[src/rtl/rfalu_pkg.sv]
package rfalu_pkg;

  localparam int OPC_W = 3;

  typedef enum logic [OPC_W-1:0] {
    OP_IDLE    = 3'd0,
    OP_DECSKIP = 3'd1,
    OP_INC     = 3'd2,
    OP_INCSKIP = 3'd3,
    OP_ORLIT   = 3'd4,
    OP_ORREG   = 3'd5,
    OP_RSV6    = 3'd6,
    OP_RSV7    = 3'd7
  } opKind_e;

  typedef enum logic [1:0] {
    SRC_DEC   = 2'd0,
    SRC_INC   = 2'd1,
    SRC_ORLIT = 2'd2,
    SRC_ORREG = 2'd3
  } aluSel_e;

  typedef struct packed {
    logic    active;
    aluSel_e aluSel;
    logic    toFile;
    logic    toW;
    logic    setZero;
    logic    skipOnZero;
  } ctrlStrobe_t;

endpackage

[src/rtl/rfalu_ctrl.sv]
module rfalu_ctrl
  import rfalu_pkg::*;
(
  input  logic             opValid,
  input  logic [OPC_W-1:0] opCode,
  input  logic             destSel,
  output ctrlStrobe_t      strobe
);

  opKind_e opKind;
  logic    isKnown;
  logic    isOrLit;

  assign opKind = opKind_e'(opCode);

  always_comb begin
    isKnown = 1'b0;
    isOrLit = 1'b0;
    strobe  = '0;
    strobe.aluSel = SRC_ORREG;
    unique case (opKind)
      OP_DECSKIP: begin isKnown = 1'b1; strobe.aluSel = SRC_DEC; strobe.skipOnZero = 1'b1; end
      OP_INC:     begin isKnown = 1'b1; strobe.aluSel = SRC_INC; strobe.setZero = 1'b1; end
      OP_INCSKIP: begin isKnown = 1'b1; strobe.aluSel = SRC_INC; strobe.skipOnZero = 1'b1; end
      OP_ORLIT:   begin isKnown = 1'b1; isOrLit = 1'b1; strobe.aluSel = SRC_ORLIT; strobe.setZero = 1'b1; end
      OP_ORREG:   begin isKnown = 1'b1; strobe.aluSel = SRC_ORREG; strobe.setZero = 1'b1; end
      default:    begin isKnown = 1'b0; end
    endcase
    strobe.active = opValid & isKnown;
    if (!strobe.active) begin
      strobe.setZero    = 1'b0;
      strobe.skipOnZero = 1'b0;
    end
    strobe.toFile = strobe.active & destSel & ~isOrLit;
    strobe.toW    = strobe.active & (~destSel | isOrLit);
  end

endmodule

[src/rtl/rfalu_dpath.sv]
module rfalu_dpath
  import rfalu_pkg::*;
#(
  parameter int DATA_W = 8,
  parameter int ADDR_W = 7
) (
  input  logic              clk,
  input  logic              rst_n,
  input  ctrlStrobe_t       strobe,
  input  logic [ADDR_W-1:0] regAddr,
  input  logic [DATA_W-1:0] literal,
  output logic              rfWrEn,
  output logic [ADDR_W-1:0] rfWrAddr,
  output logic [DATA_W-1:0] rfWrData,
  output logic [DATA_W-1:0] wValue,
  output logic              zeroFlag,
  output logic              skipReq
);

  localparam int DEPTH = 1 << ADDR_W;
  localparam logic [DATA_W-1:0] ONE = {{(DATA_W-1){1'b0}}, 1'b1};

  logic [DATA_W-1:0] regFile [DEPTH];
  logic [DATA_W-1:0] rdData;
  logic [DATA_W-1:0] wReg;
  logic              zReg;
  logic [DATA_W-1:0] aluResult;
  logic              resZero;

  assign rdData = regFile[regAddr];

  always_comb begin
    unique case (strobe.aluSel)
      SRC_DEC:   aluResult = rdData - ONE;
      SRC_INC:   aluResult = rdData + ONE;
      SRC_ORLIT: aluResult = wReg | literal;
      default:   aluResult = wReg | rdData;
    endcase
  end

  assign resZero  = (aluResult == '0);
  assign rfWrEn   = strobe.toFile;
  assign rfWrAddr = regAddr;
  assign rfWrData = aluResult;
  assign skipReq  = strobe.skipOnZero & resZero;
  assign wValue   = wReg;
  assign zeroFlag = zReg;

  always_ff @(posedge clk or negedge rst_n) begin
    if (!rst_n) begin
      for (int i = 0; i < DEPTH; i++) regFile[i] <= '0;
    end else if (rfWrEn) begin
      regFile[regAddr] <= aluResult;
    end
  end

  always_ff @(posedge clk or negedge rst_n) begin
    if (!rst_n) begin
      wReg <= '0;
      zReg <= 1'b0;
    end else begin
      if (strobe.toW)     wReg <= aluResult;
      if (strobe.setZero) zReg <= resZero;
    end
  end


  w_dest_chk: assert property (@(posedge clk) disable iff (!rst_n)
    strobe.toW |=> wValue == $past(rfWrData));


  file_keeps_w_chk: assert property (@(posedge clk) disable iff (!rst_n)
    rfWrEn |=> $stable(wValue));


  skip_keeps_zero_chk: assert property (@(posedge clk) disable iff (!rst_n)
    strobe.skipOnZero |=> $stable(zeroFlag));


  zero_update_chk: assert property (@(posedge clk) disable iff (!rst_n)
    strobe.setZero |=> zeroFlag == ($past(rfWrData) == '0));


  orlit_no_file_chk: assert property (@(posedge clk) disable iff (!rst_n)
    (strobe.active && strobe.aluSel == SRC_ORLIT) |-> !rfWrEn);


  idle_hold_chk: assert property (@(posedge clk) disable iff (!rst_n)
    !strobe.active |=> $stable(wValue) && $stable(zeroFlag));


  skip_source_chk: assert property (@(posedge clk) disable iff (!rst_n)
    skipReq |-> strobe.skipOnZero && strobe.active);

endmodule

[src/rtl/rf_skip_alu.sv]
module rf_skip_alu
  import rfalu_pkg::*;
#(
  parameter int DATA_W = 8,
  parameter int ADDR_W = 7
) (
  input  logic              clk,
  input  logic              rst_n,
  input  logic              opValid,
  input  logic [2:0]        opCode,
  input  logic [ADDR_W-1:0] regAddr,
  input  logic              destSel,
  input  logic [DATA_W-1:0] literal,
  output logic              rfWrEn,
  output logic [ADDR_W-1:0] rfWrAddr,
  output logic [DATA_W-1:0] rfWrData,
  output logic [DATA_W-1:0] wValue,
  output logic              zeroFlag,
  output logic              skipReq
);

  ctrlStrobe_t strobe;

  rfalu_ctrl ctrl_i (
    .opValid (opValid),
    .opCode  (opCode),
    .destSel (destSel),
    .strobe  (strobe)
  );

  rfalu_dpath #(
    .DATA_W (DATA_W),
    .ADDR_W (ADDR_W)
  ) dpath_i (
    .clk      (clk),
    .rst_n    (rst_n),
    .strobe   (strobe),
    .regAddr  (regAddr),
    .literal  (literal),
    .rfWrEn   (rfWrEn),
    .rfWrAddr (rfWrAddr),
    .rfWrData (rfWrData),
    .wValue   (wValue),
    .zeroFlag (zeroFlag),
    .skipReq  (skipReq)
  );

endmodule

[config.mk]
export PLATFORM = sky130hd
export DESIGN_NAME = rf_skip_alu
export DESIGN_NICKNAME = d
export VERILOG_FILES = /design/src/rtl/rfalu_pkg.sv /design/src/rtl/rfalu_ctrl.sv /design/src/rtl/rfalu_dpath.sv /design/src/rtl/rf_skip_alu.sv
export SDC_FILE = /design/constraint.sdc
export NUM_CORES = 2
export LEC_CHECK = 0
export BUFFER_PORTS_ARGS = -buffer_cell sky130_fd_sc_hd__buf_2
export CORE_MARGIN = 10
export CORE_UTILIZATION = 63
export DETAILED_ROUTE_END_ITERATION = 10
export PLACE_DENSITY = 0.82
export SETUP_SLACK_MARGIN = 0.1
export SLEW_MARGIN = 20
export SYNTH_ARGS = -nofsm -noshare
export SYNTH_HDL_FRONTEND = slang
export SYNTH_SLANG_ARGS = --single-unit
export TNS_END_PERCENT = 5
[constraint.sdc]
create_clock -name clk -period 6.7 [get_ports clk]
set_input_delay 0.67 -clock clk [delete_from_list [all_inputs] [get_ports clk]]
set_output_delay 0.67 -clock clk [all_outputs]
set_load 0.005 [all_outputs]
==> results.ini <==
[route]
drtIter0Drc = 4438
viasPerCell = 6.95
drt_wl_total_um = 145000
vias = 35600
drtPass1Iterations = 6
drc = 0
antenna_left = 0
wire_per_inst_um = 28.3

[worst_setup_path]
cp-start-kind = input pin
arrival_ps = 6060
crit_type = input pin to output pin
crit_slowest_cell = o41ai_1
path_max_fanout = 44
slowest_delay_ps = 1070
endpoint_kind = output pin
worst-path-buf-inv = 6
cpMostUsedCell = a21oi_1
rrSetupSlack_ps = 970
path_delay_family = compound AO/OA/AOI/OAI gates
path_cells = clkbuf_8 > buf_12 > nor2b_4 > buf_12 > a22oi_1 > a21oi_1 > o41ai_1 > nand4_1 > inv_1 > fa_1 > a21o_1 > a21oi_1 > o21bai_1 > a21oi_1 > xnor2_1 > o32ai_1 > a21oi_4 > or3_1 > nor4_2 > buf_4 > buf_2
required_ps = 6030

[layout]
num-nets-final = 4104
area_delta_synth_final_pct = 9.96
drive_gt1_frac = 0.257

[floorplan]
ios = 48
die_w_um = 295
num_rows = 100
die_height_um = 295
start_util = 0.637
die-area_sq_um = 86800
core-area_sq_um = 74600

[sta]
fmax_ghz = 0.149
setup_viol = 1
final.period_utilization = 1.00
rsz0062_at_grt = false
hold_viol_final = 0
tightest_slew_ps = 1160
timing.final.crit_period_ps = 6730
finalWorstSetupSlack_ps = -29.9
drv_slew = 0
relSlewSlack = 0.217
finClkSkew_ps = 27.4

[logic_synthesis]
synth-main-ff-cell = dfrtp_1
syn-cell-area_sq_um = 47500
ys_warn_count = 0
synth_seq_cells = 1033
syn_avg_cell_area_sq_um = 11.4
syn-num-nets = 4211
seq_area_frac_synth = 0.544
async_flop_share = 1.00
synth_cells = 4180
synth_edf_count = 0
yosysUniqueCellTypes = 78

[grt]
grt_pass1_vias = 35900
antenna_found_initial = 5
grt_use_total = 0.334
grt_max_degree = 177
grt-ovfl-total = 0
grt_pass1_wl_um = 221000

[placed_design]
pre_cts_ws_ps = 360
dp_hpwl_um = 90800
numPortBuffers = 47
place_congestion = 1.00

[power]
total_power_uw = 14500
power_density_nw_per_um2 = 277
vdd_drop_max_mv = 0.311
p_leak_uw = 0.0246

[clock_network]
root_buffer = clkbuf_16
clk_pin_slew_ps = 60
cts_tree = done
hold_buffers = 0
clock_latency_ps = 690
cts_max_level = 3
clk_path_buf_depth = 3
cts_sinks = 1033
cts_buffers = 103

[job]
drv_cap = 0

[status]
status = complete, but fails checks
violations = negative setup slack

[worst_hold_path]
hp-class = input pin to asynchronous set/reset pin

[worst paths after layout]
check                                                 startpoint                               end  cells after the start
worst max-delay path                                  regAddr[2]                           skipReq                     21
worst min-delay path                                       rst_n  dpath_i.regFile[975]$_DFFE_PN0P_                      1
worst max register to register  dpath_i.regFile[379]$_DFFE_PN0P_  dpath_i.regFile[127]$_DFFE_PN0P_                     16
worst min register to register   dpath_i.regFile[99]$_DFFE_PN0P_   dpath_i.regFile[99]$_DFFE_PN0P_                      2
max in group asynchronous                                  rst_n  dpath_i.regFile[123]$_DFFE_PN0P_                      2
min in group clk                 dpath_i.regFile[99]$_DFFE_PN0P_   dpath_i.regFile[99]$_DFFE_PN0P_                      2
[routing by layer]
layer	routed length, um	vias to the layer above	global-route usage
met5	205	-	0.0122
met4	10200	12	0.196
met3	18800	719	0.115
met2	62600	2333	0.492
met1	53000	17800	0.425
li1	-	14700	-
[layout by cell type, fill, tap and decap left out, types with 13 or more instances in the layout]
cell type  instances
mux2i_1          135
nand4_1           13
a22oi_1           85
nand2b_1          30
clkbuf_1          30
dfrtp_1         1033
clkbuf_16        106
o21ai_0          552
nand3_1           19
o221ai_1          14
buf_12            25
buf_4            123
a221oi_1         108
nor2_1            62
mux2_2           596
buf_2             43
a21oi_1           54
nor3_1            14
nand2_1          722
mux4_2            75
o211ai_1          14
clkbuf_8          21
clkinv_2          14
[metrics by stage]
stage               hold WS, ps  utilization  area [sq um]  instances  setup TNS [ps]
CTS                        97.6        0.700         52200       5122               0
detailed placement          462        0.654         48800       4937               0
global placement            453        0.654         48800       4937               0
global route               81.2        0.701         52200       5122               0
floorplan                   374            -         47500       4180               0
finish                     33.0        0.701         52200       5124           -29.9
[sequential cells by signal (all words and copies together), names as in the netlist]
name	count
dpath_i.zeroFlag	1
dpath_i.wValue	8
dpath_i.regFile	1024
[cells by family (layout without fill, tap and decap cells)]
family / after synthesis / after routing / synth area share
AO/OA/AOI/OAI: 962 / 962 / 0.125
XOR/XNOR: 4 / 4 / 0.000737
adder cells (fa/ha/maj): 9 / 9 / 0.00253
buffers and inverters: 425 / 398 / 0.0386
flip-flops: 1033 / 1033 / 0.544
multiplexers: 810 / 810 / 0.206
other: 0 / 2 / 0
AND/OR/NAND/NOR: 937 / 937 / 0.0826
[power breakdown]
| group | switching (uW) | internal, uW | leakage [uW] | total, uW |
|---|---|---|---|---|
| Clock | 2460 | 3420 | 0.00167 | 5890 |
| Combinational | 1360 | 545 | 0.00859 | 1910 |
| Sequential | 171 | 6510 | 0.0143 | 6680 |
[layout make-up]
type / count / area (sq um)
Timing Repair Buffer: 197 / 1720
Fill cell: 4956 / 22300
Clock inverter: 29 / 375
Antenna cell: 2 / 5.00
Clock buffer: 156 / 3040
Multi-Input combinational cell: 2722 / 20000
Sequential cell: 1033 / 25800
Tap cell: 969 / 1210
Inverter: 16 / 60.1
[cells in the mapped netlist (19+ instances only)]
| cell type | count | share of area |
|---|---|---|
| a21oi_1 | 55 | 0.0058 |
| a221oi_1 | 108 | 0.020 |
| a22oi_1 | 85 | 0.013 |
| buf_2 | 56 | 0.0059 |
| buf_4 | 19 | 0.0030 |
| clkbuf_1 | 312 | 0.025 |
| dfrtp_1 | 1033 | 0.54 |
| mux2_2 | 596 | 0.14 |
| mux2i_1 | 135 | 0.028 |
| mux4_2 | 75 | 0.036 |
| nand2_1 | 722 | 0.057 |
| nand2b_1 | 30 | 0.0039 |
| nand3_1 | 19 | 0.0020 |
| nor2_1 | 65 | 0.0051 |
| o21ai_0 | 553 | 0.058 |
[repair_timing]
action,CTS,global route
endpoints found under the setup margin,0,3
gates resized for setup,0,6
setup buffers,0,0
Power figures use the tool's default switching activity.
